## src/rtl/dbr_pkg.sv

```systemverilog
`timescale 1ns/1ps
package dbr_pkg;

   typedef enum logic [1:0] {
      SRC_HOLD = 2'b00,
      SRC_A    = 2'b01,
      SRC_B    = 2'b10,
      SRC_BOTH = 2'b11
   } dbr_src_e;

   // Active-low selects map straight onto the source code.
   function automatic dbr_src_e decode_src(input logic a_sel_n, input logic b_sel_n);
      return dbr_src_e'({~b_sel_n, ~a_sel_n});
   endfunction

endpackage

```

## src/rtl/dbr_src_sel.sv

```systemverilog
`timescale 1ns/1ps
module dbr_src_sel
   import dbr_pkg::*;
#(
   parameter int WIDTH = 4
) (
   input  logic             a_sel_n,
   input  logic             b_sel_n,
   input  logic [WIDTH-1:0] a_val,
   input  logic [WIDTH-1:0] b_val,
   output logic             load,
   output logic [WIDTH-1:0] nxt
);

   dbr_src_e src;

   always_comb begin
      src  = decode_src(a_sel_n, b_sel_n);
      load = (src != SRC_HOLD);
      unique case (src)
         SRC_A:    nxt = a_val;
         SRC_B:    nxt = b_val;
         SRC_BOTH: nxt = a_val | b_val;
         default:  nxt = '0;
      endcase
   end

endmodule

```

## src/rtl/dbr_bit_cell.sv

```systemverilog
`timescale 1ns/1ps
module dbr_bit_cell (
   input  logic clk,
   input  logic clr,
   input  logic load,
   input  logic d,
   output logic q
);

   always_ff @(posedge clk or posedge clr) begin
      if (clr)
         q <= 1'b0;
      else if (load)
         q <= d;
   end

endmodule

```

## src/rtl/dbr_drive.sv

```systemverilog
`timescale 1ns/1ps
module dbr_drive #(
   parameter int WIDTH = 4
) (
   input  logic             clk,
   input  logic             clr,
   input  logic             hiz,
   input  logic [WIDTH-1:0] stored,
   output logic [WIDTH-1:0] out,
   output logic [WIDTH-1:0] oe
);

   assign out = stored;
   assign oe  = {WIDTH{~hiz}};

   // every enable bit agrees, so a bus is driven whole or released whole.
   p_oe_uniform_r3: assert property (@(posedge clk) disable iff (clr)
      ($countones(oe) == 0) || ($countones(oe) == WIDTH));

endmodule

```

## src/rtl/dbr_dual_bus_reg.sv

```systemverilog
`timescale 1ns/1ps
module dbr_dual_bus_reg #(
   parameter int WIDTH = 4
) (
   input  logic             clk,
   input  logic             clr,
   input  logic             a_ld_n,
   input  logic             b_ld_n,
   input  logic             a_hiz,
   input  logic             b_hiz,
   input  logic [WIDTH-1:0] a_in,
   input  logic [WIDTH-1:0] b_in,
   output logic [WIDTH-1:0] a_out,
   output logic [WIDTH-1:0] a_oe,
   output logic [WIDTH-1:0] b_out,
   output logic [WIDTH-1:0] b_oe
);

   if (WIDTH < 1) begin : g_bad_width
      $error("dbr_dual_bus_reg: WIDTH must be at least 1");
   end

   logic             load;
   logic [WIDTH-1:0] nxt;
   logic [WIDTH-1:0] stored;

   dbr_src_sel #(.WIDTH(WIDTH)) u_sel (
      .a_sel_n (a_ld_n),
      .b_sel_n (b_ld_n),
      .a_val   (a_in),
      .b_val   (b_in),
      .load    (load),
      .nxt     (nxt)
   );

   for (genvar i = 0; i < WIDTH; i++) begin : g_cell
      dbr_bit_cell u_cell (
         .clk  (clk),
         .clr  (clr),
         .load (load),
         .d    (nxt[i]),
         .q    (stored[i])
      );
   end

   dbr_drive #(.WIDTH(WIDTH)) u_drv_a (
      .clk    (clk),
      .clr    (clr),
      .hiz    (a_hiz),
      .stored (stored),
      .out    (a_out),
      .oe     (a_oe)
   );

   dbr_drive #(.WIDTH(WIDTH)) u_drv_b (
      .clk    (clk),
      .clr    (clr),
      .hiz    (b_hiz),
      .stored (stored),
      .out    (b_out),
      .oe     (b_oe)
   );

   // a clear seen at an edge means the word is already zero.
   p_clear_zero_r2: assert property (@(posedge clk)
      clr |-> (a_out == '0));


   p_load_a_r5: assert property (@(posedge clk) disable iff (clr)
      (!a_ld_n && b_ld_n) |=> (a_out == $past(a_in)));


   p_load_b_r6: assert property (@(posedge clk) disable iff (clr)
      (a_ld_n && !b_ld_n) |=> (b_out == $past(b_in)));


   p_load_or_r7: assert property (@(posedge clk) disable iff (clr)
      (!a_ld_n && !b_ld_n) |=> (a_out == ($past(a_in) | $past(b_in))));


   p_hold_r8: assert property (@(posedge clk) disable iff (clr)
      (a_ld_n && b_ld_n) |=> $stable(b_out));

endmodule

```

## config.mk

```make
export PLATFORM = sky130hd
export DESIGN_NAME = dbr_dual_bus_reg
export DESIGN_NICKNAME = d
export VERILOG_FILES = /design/src/rtl/dbr_pkg.sv /design/src/rtl/dbr_src_sel.sv /design/src/rtl/dbr_bit_cell.sv /design/src/rtl/dbr_drive.sv /design/src/rtl/dbr_dual_bus_reg.sv
export SDC_FILE = /design/constraint.sdc
export NUM_CORES = 1
export LEC_CHECK = 0
export ABC_AREA = 1
export BUFFER_PORTS_ARGS = -buffer_cell sky130_fd_sc_hd__clkbuf_2
export CORE_AREA = 2 2 39 41
export CTS_BUF_LIST = sky130_fd_sc_hd__clkbuf_4 sky130_fd_sc_hd__clkbuf_8
export CTS_CLUSTER_DIAMETER = 30
export DETAILED_ROUTE_END_ITERATION = 10
export DIE_AREA = 0 0 41 43
export SYNTH_ARGS = -nofsm -noshare
export SYNTH_HDL_FRONTEND = slang
export SYNTH_HIERARCHICAL = 1
export SYNTH_SLANG_ARGS = --single-unit
```

## constraint.sdc

```tcl
create_clock -name clk -period 0.8 [get_ports clk]
set_clock_uncertainty 0.05 [all_clocks]
set_input_delay 0.08 -clock clk [delete_from_list [all_inputs] [get_ports clk]]
set_output_delay 0.08 -clock clk [all_outputs]
set_load 0.05 [all_outputs]
```

Word-level counts from Yosys, hierarchy flattened:

Cells that the tools add are included.

* bitwise operators: 5
* reductions and logical operators: 1
* mux-type cells: 1
* eq/ne operators: 3

Operators with widths (count)
* case mux 4 bit (3 select lines): 1
* equality test 2 bit, second input constant: 2
* inverter 1 bit: 4
* bitwise OR 4 bit: 1
* equality test 2 x 1 -> 1 bit, second input constant: 1
* nonzero test 2 bit: 1

* bits of input ports: 14
* flip-flop bits (word level): 4
* logic and storage cells: 14
* output and inout port bits: 16

Depth between registers and ports, before layout:

Gate-level depths: netlist of the first run.

* depth in word-level cells: 3
* depth in mapped cells: 5
* gate-level depth less buffers: 5

By module:

Netlist of the first run, hierarchy kept.

Modules (own cells, without submodules)
* dbr_bit_cell: cells each 6, seq. area each 25.0 µm², area an instance 43.8 µm², instances 4
* dbr_drive: cells each 8, seq. area each 0.0 µm², area an instance 56.3 µm², instances 2
* dbr_src_sel: cells each 15, seq. area each 0.0 µm², area an instance 56.3 µm², instances 1

Worst setup path after synthesis of the first run:

Ideal clock, no wire load.

* path type: in2out
* start: input a_hiz
* end: output a_oe[1]
* stages: 2
* buffers on the path: 1
* setup slack: -0.037 ns
* data arrival time: 0.707 ns
* data required time: 0.670 ns
* path through: inv_1 buf_4

* longest elaborated chain between the ends: 1

Ends and longest elaborated chain
* from (decl): line dbr_dual_bus_reg.sv:9 `input logic a_hiz,`
* inverter 1 bit: line dbr_drive.sv:14 `assign oe = {WIDTH{~hiz}};`
* to (decl): line dbr_dual_bus_reg.sv:14 `output logic [WIDTH-1:0] a_oe,`

No other way between the ends.

Final worst setup path of the first run:

* start: register g_cell[2].u_cell.q
* end: output a_out[2]

RTL lines
* from (decl): line dbr_bit_cell.sv:7 `output logic q`
* from (signal assigned): line dbr_bit_cell.sv:12 `q <= 1'b0;`
* from (signal assigned): line dbr_bit_cell.sv:14 `q <= d;`
* to (decl): line dbr_dual_bus_reg.sv:13 `output logic [WIDTH-1:0] a_out,`

No word-level cell between the ends.

==> results.sh, run 1 <==
export IMPL_status="finished with violations"
export IMPL_violations="setup timing"
export IMPL_syn_nets=69
export IMPL_die_h_um=43
export IMPL_total_power_uw=978
export IMPL_min_period_over_period_pct=119
export IMPL_seqPwrFrac_pct=25.7
export IMPL_synth_common_cells="25 x nand2_1, 14 x buf_4, 10 x inv_1, 4 x dfrtp_1, 2 x inv_2"
export IMPL_place_gp_congestion=0.626
export IMPL_io_pins=30
export IMPL_synth_most_common_cell="nand2_1"
export IMPL_root_buffer="clkbuf_4"
export IMPL_reg_top3="g_cell.u_cell/q (4)"
export IMPL_nNetsFinal=92
export IMPL_antennaDiodeCount=0
export IMPL_ys_warnings_count=6
export IMPL_synth_top_area_cell="buf_4"
export IMPL_cts_tree="built"
export IMPL_min_from="a_in[2]"
export IMPL_rrSetupSlack_ps=-120
export IMPL_slew_headroom_pct=82.2
export IMPL_coreArea_um2=1380
export IMPL_postRouteAntennaNets=0
export IMPL_hold_class="input port to register"
export IMPL_vias=342
export IMPL_max_freq_ghz=1.05
export IMPL_die_w_um=41
export IMPL_clk_path_buf_depth=2
export IMPL_required_ps=670
export IMPL_syn_area_um2=344
export IMPL_p_sw_uw=418
export IMPL_io_buffers=29
export IMPL_fillers=139
export IMPL_min_path_cells=5
export IMPL_ys_seq_elements=4
export IMPL_largest_register="g_cell.u_cell/q"
export IMPL_avgViaCountPerCell=3.72
export IMPL_synth_top_area_share_pct=30.5
export IMPL_largest_register_ffs=4
export IMPL_cap_violations=0
export IMPL_tightest_slew_ps=267
export IMPL_cts_sinks=4
export IMPL_clockPowerShare_pct=25.7
export IMPL_worstPathArrival_ps=820
export IMPL_ys_async_sr_fraction_pct=100
export IMPL_ys_seq_area_share_pct=29.1
export IMPL_synth_area_leaders="buf_4 31%, dfrtp_1 29%, nand2_1 27%"
export IMPL_htreeDepth=1
export IMPL_final_util_pct=38.2
export IMPL_antenna_found_initial=0
export IMPL_drc=0
export IMPL_start_util_pct=24.9
export IMPL_dieArea_um2=1760
export IMPL_p_leak_uw=0.000348
export IMPL_grt_pass1_vias=298
export IMPL_cp_slowest_cell="dfrtp_2"
export IMPL_cpPeakStageDelay_ps=430
export IMPL_ir_drop_v=0.000456
export IMPL_grt_overflow=0
export IMPL_drt_iter0_markers=3
export IMPL_rsz0062_at_grt="true"
export IMPL_yosysUniqueCellTypes=5
export IMPL_grt_max_degree=9
export IMPL_min_period_ps=953
export IMPL_clkLatencyLatePin_ps=230
export IMPL_syn_inst=55
export IMPL_drive_above_1_share_pct=55.3
export IMPL_clk_pin_slew_ps=40
export IMPL_cts_buffers_inserted=3
export IMPL_synthFlopType="dfrtp_1"
export IMPL_finalHoldViolations=0
export IMPL_final_setup_tns_ps=-1240
export IMPL_p_sw_share_pct=42.8
export IMPL_row_count=14
export IMPL_setup_slack_ps=-153
export IMPL_rr_startpoint="g_cell[3].u_cell/q"
export IMPL_area_growth_pct=53.5
export IMPL_cp_start_kind="register"
export IMPL_syn_avg_cell_area_um2=6.26
export IMPL_grt_util_all_layers_pct=9.85
export IMPL_critPathBufInv=1
export IMPL_routed_wirelength_um=717
export IMPL_slew_violations=0
export IMPL_rr_worst_depth=4
export IMPL_dp_hpwl_um=571
export IMPL_first_pass_iters=3
export IMPL_p_int_uw=559
export IMPL_power_frac_comb_pct=48.6
export IMPL_crit_chain="buf_8"
export IMPL_critical_path_class="register to primary output"
export IMPL_r2r_end="g_cell[3].u_cell/q"
export IMPL_power_density_nw_per_um2=1850
export IMPL_worst_setup_path_end_kind="primary output"
export IMPL_whs_endpoint="g_cell[2].u_cell/q"
export IMPL_setup_violations=9
export IMPL_critPathTopFamily="flip-flops"
export IMPL_synth_edf_count=0
export IMPL_path_max_fanout=3
export IMPL_grt_pass1_wl_um=1110
export IMPL_wl_per_cell_um=7.79
-- area by class of cell --
class                           count  area, µm²  area share, %
Timing Repair Buffer               32        231           43.8
Inverter                           12       52.6           9.95
Multi-Input combinational cell     25       98.8           18.7
Tap cell                           16       20.0           3.79
Sequential cell                     4        103           19.4
Clock buffer                        3       22.5           4.27
-- per-stage QoR --
stage	cell area (µm²)	setup WS [ps]	hold WS, ps	cells
2_1_floorplan	352	71.9	-241	55
3_3_place_gp	412	35.8	-106	86
3_5_place_dp	412	25.1	-107	86
4_1_cts	497	-169	88.9	91
5_1_grt	528	-173	127	92
6_report	528	-153	91.7	92
-- kinds of logic (layout without fill, tap and decap cells) --
group / count (synthesis) / count (layout) / share of synthesized area, %
flops: 4 / 4 / 29.1
simple gates: 25 / 25 / 27.3
buf+inv: 26 / 47 / 43.6
-- worst max-delay path by stage --
stage,start,end,slack (ps),cells after the start
floorplan,a_hiz,a_oe[1],70,2
global placement,g_cell[3].u_cell/q,b_out[3],40,1
detailed placement,g_cell[2].u_cell/q,a_out[2],30,1
CTS,g_cell[2].u_cell/q,a_out[2],-170,1
global route,g_cell[3].u_cell/q,a_out[3],-170,1
finish,g_cell[2].u_cell/q,a_out[2],-150,1
-- layer usage --
metal / GRT usage [%] / vias to the layer above / part of all wire (%)
met5: 0 / - / 0
met1: 11.3 / 135 / 40
met4: 12.0 / 0 / 0
met3: 1.57 / 0 / 14
li1: - / 182 / -
met2: 13.1 / 25 / 47
-- cells in the final DEF, fill, tap and decap left out --
| master | count |
|---|---|
| inv_2 | 2 |
| clkinvlp_4 | 2 |
| buf_8 | 4 |
| dfrtp_1 | 2 |
| clkbuf_2 | 21 |
| inv_1 | 8 |
| buf_6 | 3 |
| nand2_1 | 23 |
| buf_4 | 3 |
| nand2_2 | 2 |
| clkbuf_4 | 3 |
| dfrtp_2 | 2 |
| dlygate4sd3_1 | 1 |
-- repair_timing --
item	in CTS	in global routing
buffers inserted	1	1
pin swaps	0	1
gates resized for setup	12	15
setup endpoints to repair	8	9
cloned	0	0
hold endpoints to repair	4	0
hold buffers	1	0
-- power groups by stage --
stage | Sequential (µW) | Clock [µW] | Combinational (µW)
floorplan | 239 | 0 | 368
global placement | 241 | 0 | 386
finish | 251 | 251 | 475
CTS | 242 | 263 | 443
detailed placement | 242 | 0 | 388
global route | 255 | 271 | 502
No activity file was read; power rests on OpenSTA's default activity.
==> inputs of run 2 (changes only) <==
--- a/config.mk
+++ b/config.mk
@@ -5,7 +5,6 @@
 export SDC_FILE = /design/constraint.sdc
 export NUM_CORES = 1
 export LEC_CHECK = 0
-export ABC_AREA = 1
 export BUFFER_PORTS_ARGS = -buffer_cell sky130_fd_sc_hd__clkbuf_2
 export CORE_AREA = 2 2 39 41
 export CTS_BUF_LIST = sky130_fd_sc_hd__clkbuf_4 sky130_fd_sc_hd__clkbuf_8
==> results.sh, run 2 <==
export IMPL_cts_tree="built"
export IMPL_placed_area_um2=429
export IMPL_worst_setup_path_end_kind="primary output"
export IMPL_io_pins=30
export IMPL_clk_path_buf_depth=2
export IMPL_reg_top3="g_cell.u_cell/q (4)"
export IMPL_drt_iter0_markers=0
export IMPL_cts_sinks=4
export IMPL_syn_area_um2=347
export IMPL_violations="setup timing"
export IMPL_largest_register_ffs=4
export IMPL_synthFlopType="dfrtp_1"
export IMPL_root_buffer="clkbuf_4"
export IMPL_dieArea_um2=1760
export IMPL_tightest_slew_ps=278
export IMPL_status="finished with violations"
export IMPL_synth_edf_count=0
export IMPL_ir_drop_v=0.000413
export IMPL_area_growth_pct=56.7
export IMPL_min_period_ps=945
export IMPL_io_buffers=29
export IMPL_coreArea_um2=1380
export IMPL_mostFrequentLayoutCells="21 x clkbuf_2, 12 x inv_1, 6 x buf_8"
export IMPL_required_ps=670
export IMPL_grt_overflow=0
export IMPL_min_period_over_period_pct=118
export IMPL_htreeDepth=1
export IMPL_crit_chain="buf_8"
export IMPL_pre_cts_slack_ps=-56.3
export IMPL_placed_cells=74
export IMPL_ys_seq_area_share_pct=28.9
export IMPL_slew_headroom_pct=81.6
export IMPL_syn_nets=55
export IMPL_rsz0062_at_grt="true"
export IMPL_die_w_um=41
export IMPL_yosysUniqueCellTypes=6
export IMPL_syn_avg_cell_area_um2=8.45
export IMPL_stdcell_area_um2=543
export IMPL_die_h_um=43
export IMPL_postRouteAntennaNets=0
export IMPL_clkLatencyLatePin_ps=230
export IMPL_max_freq_ghz=1.06
export IMPL_cts_buffers_inserted=3
export IMPL_row_count=14
export IMPL_setup_violations=12
export IMPL_worstPathArrival_ps=810
export IMPL_wl_per_cell_um=7.76
export IMPL_syn_inst=41
export IMPL_antenna_found_initial=0
export IMPL_ys_warnings_count=6
export IMPL_largest_register="g_cell.u_cell/q"
export IMPL_hold_class="input port to register"
export IMPL_ys_async_sr_fraction_pct=100
export IMPL_vias=291
export IMPL_clk_pin_slew_ps=30
export IMPL_ys_seq_elements=4
export IMPL_stdcell_count=78
export IMPL_grt_max_degree=5
export IMPL_critical_path_class="register to primary output"
export IMPL_grt_util_all_layers_pct=7.92
export IMPL_start_util_pct=25.0
export IMPL_first_pass_iters=1
export IMPL_nNetsFinal=78
export IMPL_critPathBufInv=1
export IMPL_p_leak_uw=0.000326
export IMPL_dp_hpwl_um=523
export IMPL_routed_wirelength_um=605
export IMPL_place_gp_congestion=0.687
export IMPL_synth_area_leaders="buf_4 30%, dfrtp_1 29%, mux2_4 17%"
export IMPL_drc=0
export IMPL_cpPeakStageDelay_ps=430
export IMPL_slew_violations=0
export IMPL_setup_slack_ps=-145
export IMPL_path_max_fanout=3
export IMPL_power_density_nw_per_um2=1850
export IMPL_cap_violations=0
export IMPL_grt_pass1_wl_um=924
export IMPL_synth_top_area_cell="buf_4"
export IMPL_finalHoldViolations=0
export IMPL_antennaDiodeCount=0
export IMPL_cp_slowest_cell="dfrtp_2"
export IMPL_critPathTopFamily="flip-flops"
export IMPL_layout_commonest_cell="clkbuf_2"
export IMPL_cp_start_kind="register"
export IMPL_synth_common_cells="14 x buf_4, 14 x inv_1, 4 x dfrtp_1, 4 x mux2_4, 4 x o22ai_1"
export IMPL_grt_pass1_vias=268
export IMPL_synth_top_area_share_pct=30.3
export IMPL_avgViaCountPerCell=3.73
export IMPL_drive_above_1_share_pct=69.4
==> run 2: worst min-delay path, delay by kind of cell <==
kind            cells  cell delay, ps
compound gates      1             110
buf+inv             2             100
mux                 1             150
==> run 2: where the power goes <==
| group | total, µW | leakage [µW] | internal (µW) | switching [µW] |
|---|---|---|---|---|
| Clock | 236 | 0.0000138 | 167 | 69.5 |
| Sequential | 261 | 0.0000447 | 229 | 31.5 |
| Combinational | 508 | 0.000267 | 204 | 304 |
==> run 2: per-layer routing <==
| metal | track usage [%] | part of all wire, % |
|---|---|---|
| met5 | 0 | 0 |
| met1 | 6.07 | 32 |
| met4 | 6.00 | 0 |
| met3 | 1.57 | 12 |
| met2 | 15.0 | 55 |
==> run 2: worst paths after layout <==
check / start / to / slack (ps) / cells after the start
min: b_in[2] / g_cell[2].u_cell/q / 210 / 4
min reg2reg: g_cell[0].u_cell/q / g_cell[0].u_cell/q / 520 / 1
max reg2reg: g_cell[2].u_cell/q / g_cell[2].u_cell/q / -60 / 1
min in group asynchronous: clr / g_cell[1].u_cell/q / 220 / 3
max: g_cell[3].u_cell/q / a_out[3] / -140 / 1
max in group asynchronous: clr / g_cell[2].u_cell/q / 370 / 3
==> run 2: cells by family after synthesis <==
kind of cell	Yosys count	share of synthesized area, %
buffers and inverters	28	45.5
flip-flops	4	28.9
multiplexers	4	17.3
AND/OR/NAND/NOR	1	1.08
AO/OA/AOI/OAI	4	7.22
==> run 2: cell type report <==
cell class                 instances  area, µm²
timing repair buffer              32        248
sequential                         4        104
fill                             142        841
tap                               16       20.0
clock buffer                       3       22.5
inverter                          14       60.1
multi-input combinational          9       88.8
==> run 2: per-stage QoR <==
stage | hold slack [ps] | setup TNS, ps | utilization [%] | power, µW
finish | 207 | -1380 | 39.2 | 1000
global route | 238 | -1680 | 39.2 | 1060
CTS | 200 | -1450 | 38.4 | 997
detailed placement | -110 | -222 | 31.0 | 668
global placement | -113 | -185 | 31.0 | 666
floorplan | -241 | 0 | - | 640
==> run 2: timing repair <==
item,in CTS,in global routing
endpoints found under the setup margin,12,12
setup buffers,0,0
hold buffers,1,0
resized for setup,16,9
endpoints found under the hold margin,4,0
==> inputs of run 3 (changes only) <==
--- a/config.mk
+++ b/config.mk
@@ -15,3 +15,4 @@
 export SYNTH_HDL_FRONTEND = slang
 export SYNTH_HIERARCHICAL = 1
 export SYNTH_SLANG_ARGS = --single-unit
+export TNS_END_PERCENT = 1
==> results.sh, run 3 (same netlist as run 2, synthesis figures left out) <==
export IMPL_wl_per_cell_um=7.73
export IMPL_avgViaCountPerCell=3.85
export IMPL_antenna_found_initial=0
export IMPL_antennaDiodeCount=0
export IMPL_largest_register_ffs=4
export IMPL_slew_violations=0
export IMPL_first_pass_iters=2
export IMPL_power_density_nw_per_um2=1860
export IMPL_die_w_um=41
export IMPL_worst_path_stages=1
export IMPL_setup_slack_ps=-151
export IMPL_critPathTopFamily="flip-flops"
export IMPL_drive_above_1_share_pct=66.1
export IMPL_rsz0062_at_grt="true"
export IMPL_cts_tree="built"
export IMPL_min_period_over_period_pct=119
export IMPL_cap_violations=0
export IMPL_root_buffer="clkbuf_4"
export IMPL_path_max_fanout=3
export IMPL_nNetsFinal=78
export IMPL_clk_path_buf_depth=2
export IMPL_die_h_um=43
export IMPL_final_setup_tns_ps=-1380
export IMPL_worstPathArrival_ps=820
export IMPL_p_leak_uw=0.000331
export IMPL_status="finished with violations"
export IMPL_grt_util_all_layers_pct=7.92
export IMPL_coreArea_um2=1380
export IMPL_pre_cts_slack_ps=-55.3
export IMPL_slew_headroom_pct=81.5
export IMPL_clkLatencyLatePin_ps=230
export IMPL_post_cts_setup_buffers=0
export IMPL_cts_sinks=4
export IMPL_worst_setup_path_end_kind="primary output"
export IMPL_dieArea_um2=1760
export IMPL_grt_max_degree=5
export IMPL_grt_pass1_vias=296
export IMPL_cp_slowest_cell="dfrtp_2"
export IMPL_place_gp_congestion=0.650
export IMPL_setup_violations=12
export IMPL_placed_cells=74
export IMPL_grt_overflow=0
export IMPL_grt_pass1_wl_um=952
export IMPL_largest_register="g_cell.u_cell/q"
export IMPL_cts_buffers_inserted=3
export IMPL_io_buffers=29
export IMPL_min_period_ps=951
export IMPL_cp_start_kind="register"
export IMPL_crit_chain="buf_8"
export IMPL_htreeDepth=1
export IMPL_hold_class="input port to asynchronous set/reset pin"
export IMPL_row_count=14
export IMPL_start_util_pct=25.0
export IMPL_drt_iter0_markers=1
export IMPL_layout_commonest_cell="clkbuf_2"
export IMPL_tightest_slew_ps=279
export IMPL_max_freq_ghz=1.05
export IMPL_vias=300
export IMPL_whs_ps=204
export IMPL_critical_path_class="register to primary output"
export IMPL_postRouteAntennaNets=0
export IMPL_mostFrequentLayoutCells="21 x clkbuf_2, 13 x inv_1"
export IMPL_ir_drop_v=0.000449
export IMPL_required_ps=670
export IMPL_finalHoldViolations=0
export IMPL_clk_pin_slew_ps=30
export IMPL_drc=0
export IMPL_stdcell_count=78
export IMPL_routed_wirelength_um=603
export IMPL_dp_hpwl_um=548
export IMPL_critPathBufInv=1
export IMPL_fillers=146
export IMPL_area_growth_pct=54.5
export IMPL_rr_worst_depth=1
export IMPL_io_pins=30
export IMPL_reg_top3="g_cell.u_cell/q (4)"
export IMPL_violations="setup timing"
export IMPL_cpPeakStageDelay_ps=430
run 3: cell types whose count changed in the layout (fill, tap and decap cells not counted):
cell        delta
buf_8          -2
clkbuf_8       +2
clkinvlp_4     -1
dfrtp_1        +1
dfrtp_2        -1
inv_1          +1
run 3: power breakdown:
part,switching [µW],internal [µW],leakage [µW]
logic,304,198,0.000272
clock network,71.7,167,0.0000138
registers,29.5,228,0.0000458
run 3: through the flow:
step,power (µW),area [µm²],util (%)
after floorplan,639,350,-
after global placement,664,425,30.7
after detailed placement,669,425,30.7
after CTS,1000,528,38.2
after global routing,1060,536,38.7
final,998,536,38.7
run 3: what timing repair did:
action / in CTS / in global routing
endpoints found under the hold margin: 4 / 0
endpoints found under the setup margin: 12 / 12
resized for setup: 16 / 6
hold buffers: 1 / 0
run 3: layer usage:
metal	track usage, %	vias up	wire, µm	part of all wire, %
met5	0	-	0	0
met4	6.00	0	0	0
met3	1.57	0	74	12
met2	15.9	22	342	57
met1	5.11	129	186	31
li1	-	149	-	-
run 3: path summary, 6_finish.rpt:
kind	to	slack, ps	from
min in group clk	g_cell[0].u_cell/q	210	b_in[0]
worst max-delay path	a_out[0]	-150	g_cell[0].u_cell/q
worst max register to register	g_cell[0].u_cell/q	-70	g_cell[0].u_cell/q
max in group asynchronous	g_cell[2].u_cell/q	390	clr
worst min register to register	g_cell[3].u_cell/q	520	g_cell[3].u_cell/q
worst min-delay path	g_cell[1].u_cell/q	200	clr
run 3: area by class of cell:
type / instances / area [µm²] / area share, %
multi-input combinational: 9 / 88.8 / 16.6
sequential: 4 / 103 / 19.2
clock buffer: 3 / 22.5 / 4.21
inverter: 14 / 56.3 / 10.5
timing repair buffer: 32 / 245 / 45.8
tap: 16 / 20.0 / 3.74
